<file path="src/rtl/ts_pkg.sv">
package ts_pkg;
  localparam int unsigned TS_W  = 16;
  localparam int unsigned IDX_W = 4;

  typedef enum logic [1:0] {
    CMT_NONE = 2'd0,
    CMT_RX   = 2'd1,
    CMT_TX   = 2'd2
  } commit_e;

  function automatic logic [TS_W-1:0] ts_advance(input logic [TS_W-1:0] cur,
                                                 input logic tick,
                                                 input logic clear);
    logic [TS_W-1:0] nxt;
    if (clear)     nxt = '0;
    else if (tick) nxt = cur + 1'b1;
    else           nxt = cur;
    return nxt;
  endfunction

  function automatic commit_e ts_pick(input logic pend, input logic rx,
                                      input logic tx, input logic abort);
    commit_e c;
    if (!pend || abort) c = CMT_NONE;
    else if (rx)        c = CMT_RX;
    else if (tx)        c = CMT_TX;
    else                c = CMT_NONE;
    return c;
  endfunction
endpackage

</file>
<file path="src/rtl/ts_timer.sv">
module ts_timer
  import ts_pkg::*;
#(
  parameter int unsigned W = TS_W
) (
  input  logic         clk,
  input  logic         rst_n,
  input  logic         tick_i,
  input  logic         clear_i,
  output logic [W-1:0] count_o
);
  logic [W-1:0] count_q;

  always_ff @(posedge clk) begin
    if (!rst_n) count_q <= '0;
    else if (clear_i) count_q <= '0;
    else if (tick_i)  count_q <= count_q + 1'b1;
  end

  assign count_o = count_q;
endmodule

</file>
<file path="src/rtl/ts_capture.sv">
module ts_capture
  import ts_pkg::*;
#(
  parameter int unsigned W = TS_W
) (
  input  logic         clk,
  input  logic         rst_n,
  input  logic         id_start_i,
  input  logic         rx_store_i,
  input  logic         tx_done_i,
  input  logic         abort_i,
  input  logic [W-1:0] timer_i,
  output logic         pending_o,
  output logic [W-1:0] held_o,
  output commit_e      commit_o
);
  logic         pend_q;
  logic [W-1:0] held_q;
  commit_e      commit_w;

  assign commit_w = ts_pick(pend_q, rx_store_i, tx_done_i, abort_i);

  always_ff @(posedge clk) begin
    if (!rst_n) begin
      pend_q <= 1'b0;
      held_q <= '0;
    end else if (id_start_i) begin
      pend_q <= 1'b1;
      held_q <= timer_i;
    end else if (abort_i || (commit_w != CMT_NONE)) begin
      pend_q <= 1'b0;
    end
  end

  assign pending_o = pend_q;
  assign held_o    = held_q;
  assign commit_o  = commit_w;
endmodule

</file>
<file path="src/rtl/ts_writer.sv">
module ts_writer
  import ts_pkg::*;
#(
  parameter int unsigned W  = TS_W,
  parameter int unsigned IW = IDX_W
) (
  input  logic          clk,
  input  logic          rst_n,
  input  commit_e       commit_i,
  input  logic [W-1:0]  held_i,
  input  logic [IW-1:0] idx_i,
  output logic [W-1:0]  stamp_o,
  output logic [IW-1:0] idx_o,
  output logic          rx_we_o,
  output logic          tx_we_o
);
  always_ff @(posedge clk) begin
    if (!rst_n) begin
      stamp_o <= '0;
      idx_o   <= '0;
      rx_we_o <= 1'b0;
      tx_we_o <= 1'b0;
    end else begin
      rx_we_o <= (commit_i == CMT_RX);
      tx_we_o <= (commit_i == CMT_TX);
      if (commit_i != CMT_NONE) stamp_o <= held_i;
      if (commit_i == CMT_RX)   idx_o   <= idx_i;
    end
  end
endmodule

</file>
<file path="src/rtl/ts_stamp_unit.sv">
module ts_stamp_unit
  import ts_pkg::*;
#(
  parameter int unsigned W  = TS_W,
  parameter int unsigned IW = IDX_W
) (
  input  logic          clk,
  input  logic          rst_n,
  input  logic          tick_i,
  input  logic          id_start_i,
  input  logic          rx_store_i,
  input  logic [IW-1:0] rx_idx_i,
  input  logic          tx_done_i,
  input  logic          abort_i,
  input  logic          sync_en_i,
  output logic [W-1:0]  timer_o,
  output logic [W-1:0]  stamp_o,
  output logic          rx_we_o,
  output logic [IW-1:0] rx_idx_o,
  output logic          tx_we_o
);
  logic         pending_w;
  logic [W-1:0] held_w;
  commit_e      commit_w;
  logic         sync_clr_w;

  // Named event: a committed store to buffer 0 with sync on clears the timer.
  assign sync_clr_w = (commit_w == CMT_RX) && sync_en_i && (rx_idx_i == '0);

  ts_timer #(.W(W)) u_timer (
    .clk(clk), .rst_n(rst_n), .tick_i(tick_i), .clear_i(sync_clr_w), .count_o(timer_o)
  );

  ts_capture #(.W(W)) u_capture (
    .clk(clk), .rst_n(rst_n), .id_start_i(id_start_i), .rx_store_i(rx_store_i),
    .tx_done_i(tx_done_i), .abort_i(abort_i), .timer_i(timer_o),
    .pending_o(pending_w), .held_o(held_w), .commit_o(commit_w)
  );

  ts_writer #(.W(W), .IW(IW)) u_writer (
    .clk(clk), .rst_n(rst_n), .commit_i(commit_w), .held_i(held_w), .idx_i(rx_idx_i),
    .stamp_o(stamp_o), .idx_o(rx_idx_o), .rx_we_o(rx_we_o), .tx_we_o(tx_we_o)
  );
endmodule

</file>
<file path="config.mk">
export PLATFORM = sky130hd
export DESIGN_NAME = ts_stamp_unit
export DESIGN_NICKNAME = d
export VERILOG_FILES = /design/src/rtl/ts_pkg.sv /design/src/rtl/ts_timer.sv /design/src/rtl/ts_capture.sv /design/src/rtl/ts_writer.sv /design/src/rtl/ts_stamp_unit.sv
export SDC_FILE = /design/constraint.sdc
export NUM_CORES = 1
export LEC_CHECK = 0
export BUFFER_PORTS_ARGS = -buffer_cell sky130_fd_sc_hd__buf_2
export CORE_MARGIN = 10
export CORE_UTILIZATION = 45
export CTS_BUF_LIST = sky130_fd_sc_hd__clkbuf_8
export CTS_CLUSTER_DIAMETER = 80
export CTS_CLUSTER_SIZE = 16
export DETAILED_ROUTE_END_ITERATION = 10
export PLACE_DENSITY = 0.79
export SLEW_MARGIN = 20
export SYNTH_ARGS = -nofsm -noshare
export SYNTH_HDL_FRONTEND = slang
export SYNTH_SLANG_ARGS = --single-unit
</file>
<file path="constraint.sdc">
create_clock -name clk -period 5.6 [get_ports clk]
set_clock_uncertainty 0.15 [all_clocks]
set_input_delay 1.12 -clock clk [delete_from_list [all_inputs] [get_ports clk]]
set_output_delay 1.12 -clock clk [all_outputs]
set_load 0.005 [all_outputs]
</file>
==> flow_metrics.tcl <==
set metrics [dict create \
    outcome "complete, no violations" \
    clockBufferDepth 2 \
    intPower_uw 521 \
    die_x_microns 89.8 \
    cts_buffers 5 \
    grt_overflow_total 0 \
    grt_pass1_vias 1704 \
    drtPass1Iterations 4 \
    synth-edff-count 0 \
    hold_violations 0 \
    finalWorstSetupSlack_ns 2.91 \
    wl_per_cell_microns 13.8 \
    yosysWarnings 0 \
    dp_slack_ns 2.28 \
    slowest_delay_ns 0.59 \
    drt_iter0_drc 56 \
    cap_violations 0 \
    final_core_util 0.548 \
    cts.repair.resized 0 \
    cp-start-kind "input pin" \
    wl_met3_microns 339 \
    clock.fmax_ghz 0.372 \
    synth_cell_type_count 34 \
    syn_area_per_cell_sq_um 9.50 \
    cts-hold-fix-buffers 0 \
    drc_errors 0 \
    cts_root_buf "clkbuf_8" \
    synthArstFlopShare 0 \
    ios 50 \
    worst_pin_slew_ns 0.683 \
    setup_viol 0 \
    routabilityCongestion 0.817 \
    hp-class "reg -> reg" \
    path_clk_slew_ns 0.09 \
    num_antenna_cells 0 \
    p_per_area_nw_per_um2 257 \
    postRouteAntennaNets 0 \
    fin_crit_sh 0.481 \
    relSlewSlack 0.545 \
    antenna_found_initial 0 \
    critPathRequiredTime_ns 5.66 \
    top_layer "met4" \
    vias_per_cell 4.93 \
    dpl.hpwl_mm 3.52 \
    rsz0062_at_grt "no" \
    switching_share 0.217 \
    seqPwrFrac 0.599 \
    vias 1695 \
    slew_violations 0 \
    die-area_sq_um 8070 \
    die_h_microns 89.8 \
    fin_nets 289 \
    postCtsSetupRepairBufs 0 \
    grt_pass1_wl_mm 8.00 \
    finalPower_uw 666 \
    drive_gt1_frac 0.231 \
    period_minus_slack_ns 2.69 \
    end_kind "register" \
    cp_max_fo 16 \
    wl_met1_mm 2.01 \
    clk_latency_ns 0.31 \
    criticalPathCategory "in -> reg" \
    area_growth_pct 18.0 \
    worstPathCellList "buf_2 > or4b_1 > o31ai_4 > nor2_1 > mux2_2" \
    crit_buf_inv 1 \
    grt_max_degree 42 \
    p_switching_uw 145 \
    power_frac_comb 0.055 \
    ys_seq_area_frac 0.502 \
    synth_cells 231 \
    tns_ns 0 \
    std_cell_rows 25 \
    clock_sinks 55 \
    start_util 0.465 \
    worstPathArrival_ns 2.75 \
    htree_levels 2 \
    io_buffers 49 \
    ys.flop_type "dfxtp_1" \
    core_region_area_sq_um 4720 \
    cts_tree "built" \
    p_leak_uw 0.00108 \
    ys_ff_latch 55 \
    wl_met2_mm 2.27 \
    grt_use_total 0.117 \
    synth_nets 244 \
    p_clk_frac 0.346 \
    vdd_drop_max_v 0.000121 \
    synthesis.area_sq_um 2190 \
    n_fill_cell 446 \
    drt_wl_total_mm 4.73 \
    critPathTopFamily "simple AND/OR/NAND/NOR gates" \
    cpMaxStageDelayCell "or4b_1" \
    hold_slack_ns 0.311 \
]
==> final timing paths <==
| path | start | end | slack [ns] | cells past startpoint |
|---|---|---|---|---|
| setup / recovery | rx_idx_i[1] | u_timer.count_o[11]$_SDFFE_PP0P_ | 2.91 | 5 |
| hold / removal | u_writer.stamp_o[2]$_SDFFE_PN0P_ | u_writer.stamp_o[2]$_SDFFE_PN0P_ | 0.31 | 2 |
| setup reg to reg | u_timer.count_o[2]$_SDFFE_PP0P_ | u_timer.count_o[15]$_SDFFE_PP0P_ | 3.61 | 4 |
| hold reg to reg | u_writer.stamp_o[2]$_SDFFE_PN0P_ | u_writer.stamp_o[2]$_SDFFE_PN0P_ | 0.31 | 2 |
==> registers in the layout, summed over array words and instances, names as in the netlist <==
| register | flops |
|---|---|
| u_capture.held_o | 16 |
| u_writer.stamp_o | 16 |
| u_timer.count_o | 16 |
| u_writer.idx_o | 4 |
| u_writer.rx_we_o | 1 |
| u_writer.tx_we_o | 1 |
| u_capture.pending_o | 1 |
==> worst reg2reg max path, cell delays in order (launching register included) <==
cell and delay [ns]:
dfxtp_1 0.51, nand4_2 0.22, or4_4 0.55, or3_1 0.36
a21oi_1 0.14
==> kinds of logic (layout without fill, tap and decap cells) <==
family,after synthesis,count (layout),share of synthesized area
AOI/OAI and AO/OA,30,30,0.0958
xor gates and xnor gates,10,10,0.0399
adders and majority gates,1,1,0.00570
buffers and inverters,13,59,0.0251
DFF,55,55,0.502
muxes,21,21,0.0963
and+or+nand+nor,101,101,0.235
==> synthesized netlist by cell type (2+ instances only) <==
cell,count,area share
a21boi_0,17,0.058
a21oi_1,5,0.011
buf_2,2,0.0046
clkbuf_1,8,0.014
dfxtp_1,55,0.50
inv_1,2,0.0034
mux2i_1,20,0.091
nand2_1,38,0.065
nand3_1,6,0.014
nand4_1,5,0.014
nand4_2,2,0.011
nor2_1,15,0.026
nor2b_1,21,0.060
nor3_1,3,0.0068
o21ai_0,3,0.0068
or3_1,3,0.0086
xnor2_1,5,0.020
xor2_1,5,0.020
==> final cells by class <==
| cell class | count | area [sq um] | share of cell area |
|---|---|---|---|
| clock inverter | 1 | 3.75 | 0.00145 |
| clock buffer | 7 | 96.3 | 0.0372 |
| sequential | 55 | 1100 | 0.425 |
| timing repair buffer | 49 | 245 | 0.0947 |
| inverter | 2 | 7.51 | 0.00290 |
| tap | 67 | 83.8 | 0.0324 |
| multi-input combinational | 163 | 1050 | 0.406 |
==> through the flow <==
step                cells  instance area (sq um)
floorplan             231                   2190
global placement      336                   2480
detailed placement    336                   2480
CTS                   344                   2580
global route          344                   2590
finish                344                   2590
==> placed cells by master (no fill, tap or decap), drive strengths merged, types with 2 or more instances in the layout <==
cell    Yosys  layout
or3         3       3
inv         2       3
nor3        3       3
a21boi     17      17
nand3       6       6
clkbuf      8       7
xor2        5       5
o21ai       4       4
a21oi       5       5
nor2b      21      21
buf         3      49
dfxtp      55      55
nand2      38      38
mux2i      20      20
xnor2       5       5
nor2       15      15
and4        2       2
nand4       7       7
==> routing by layer <==
layer / vias to the layer above / GRT usage
met5: - / 0
met4: 0 / 0.0620
met1: 773 / 0.129
met3: 8 / 0.0432
met2: 38 / 0.192
li1: 876 / -
==> power by group through the flow <==
stage                     clock, uW  sequential, uW  combinational [uW]
after floorplan                   0             407                25.0
final                           231             399                36.4
after global routing            250             400                40.9
after global placement            0             408                35.5
after CTS                       238             399                36.1
after detailed placement          0             408                36.0
(Power assumes the default switching activity.)
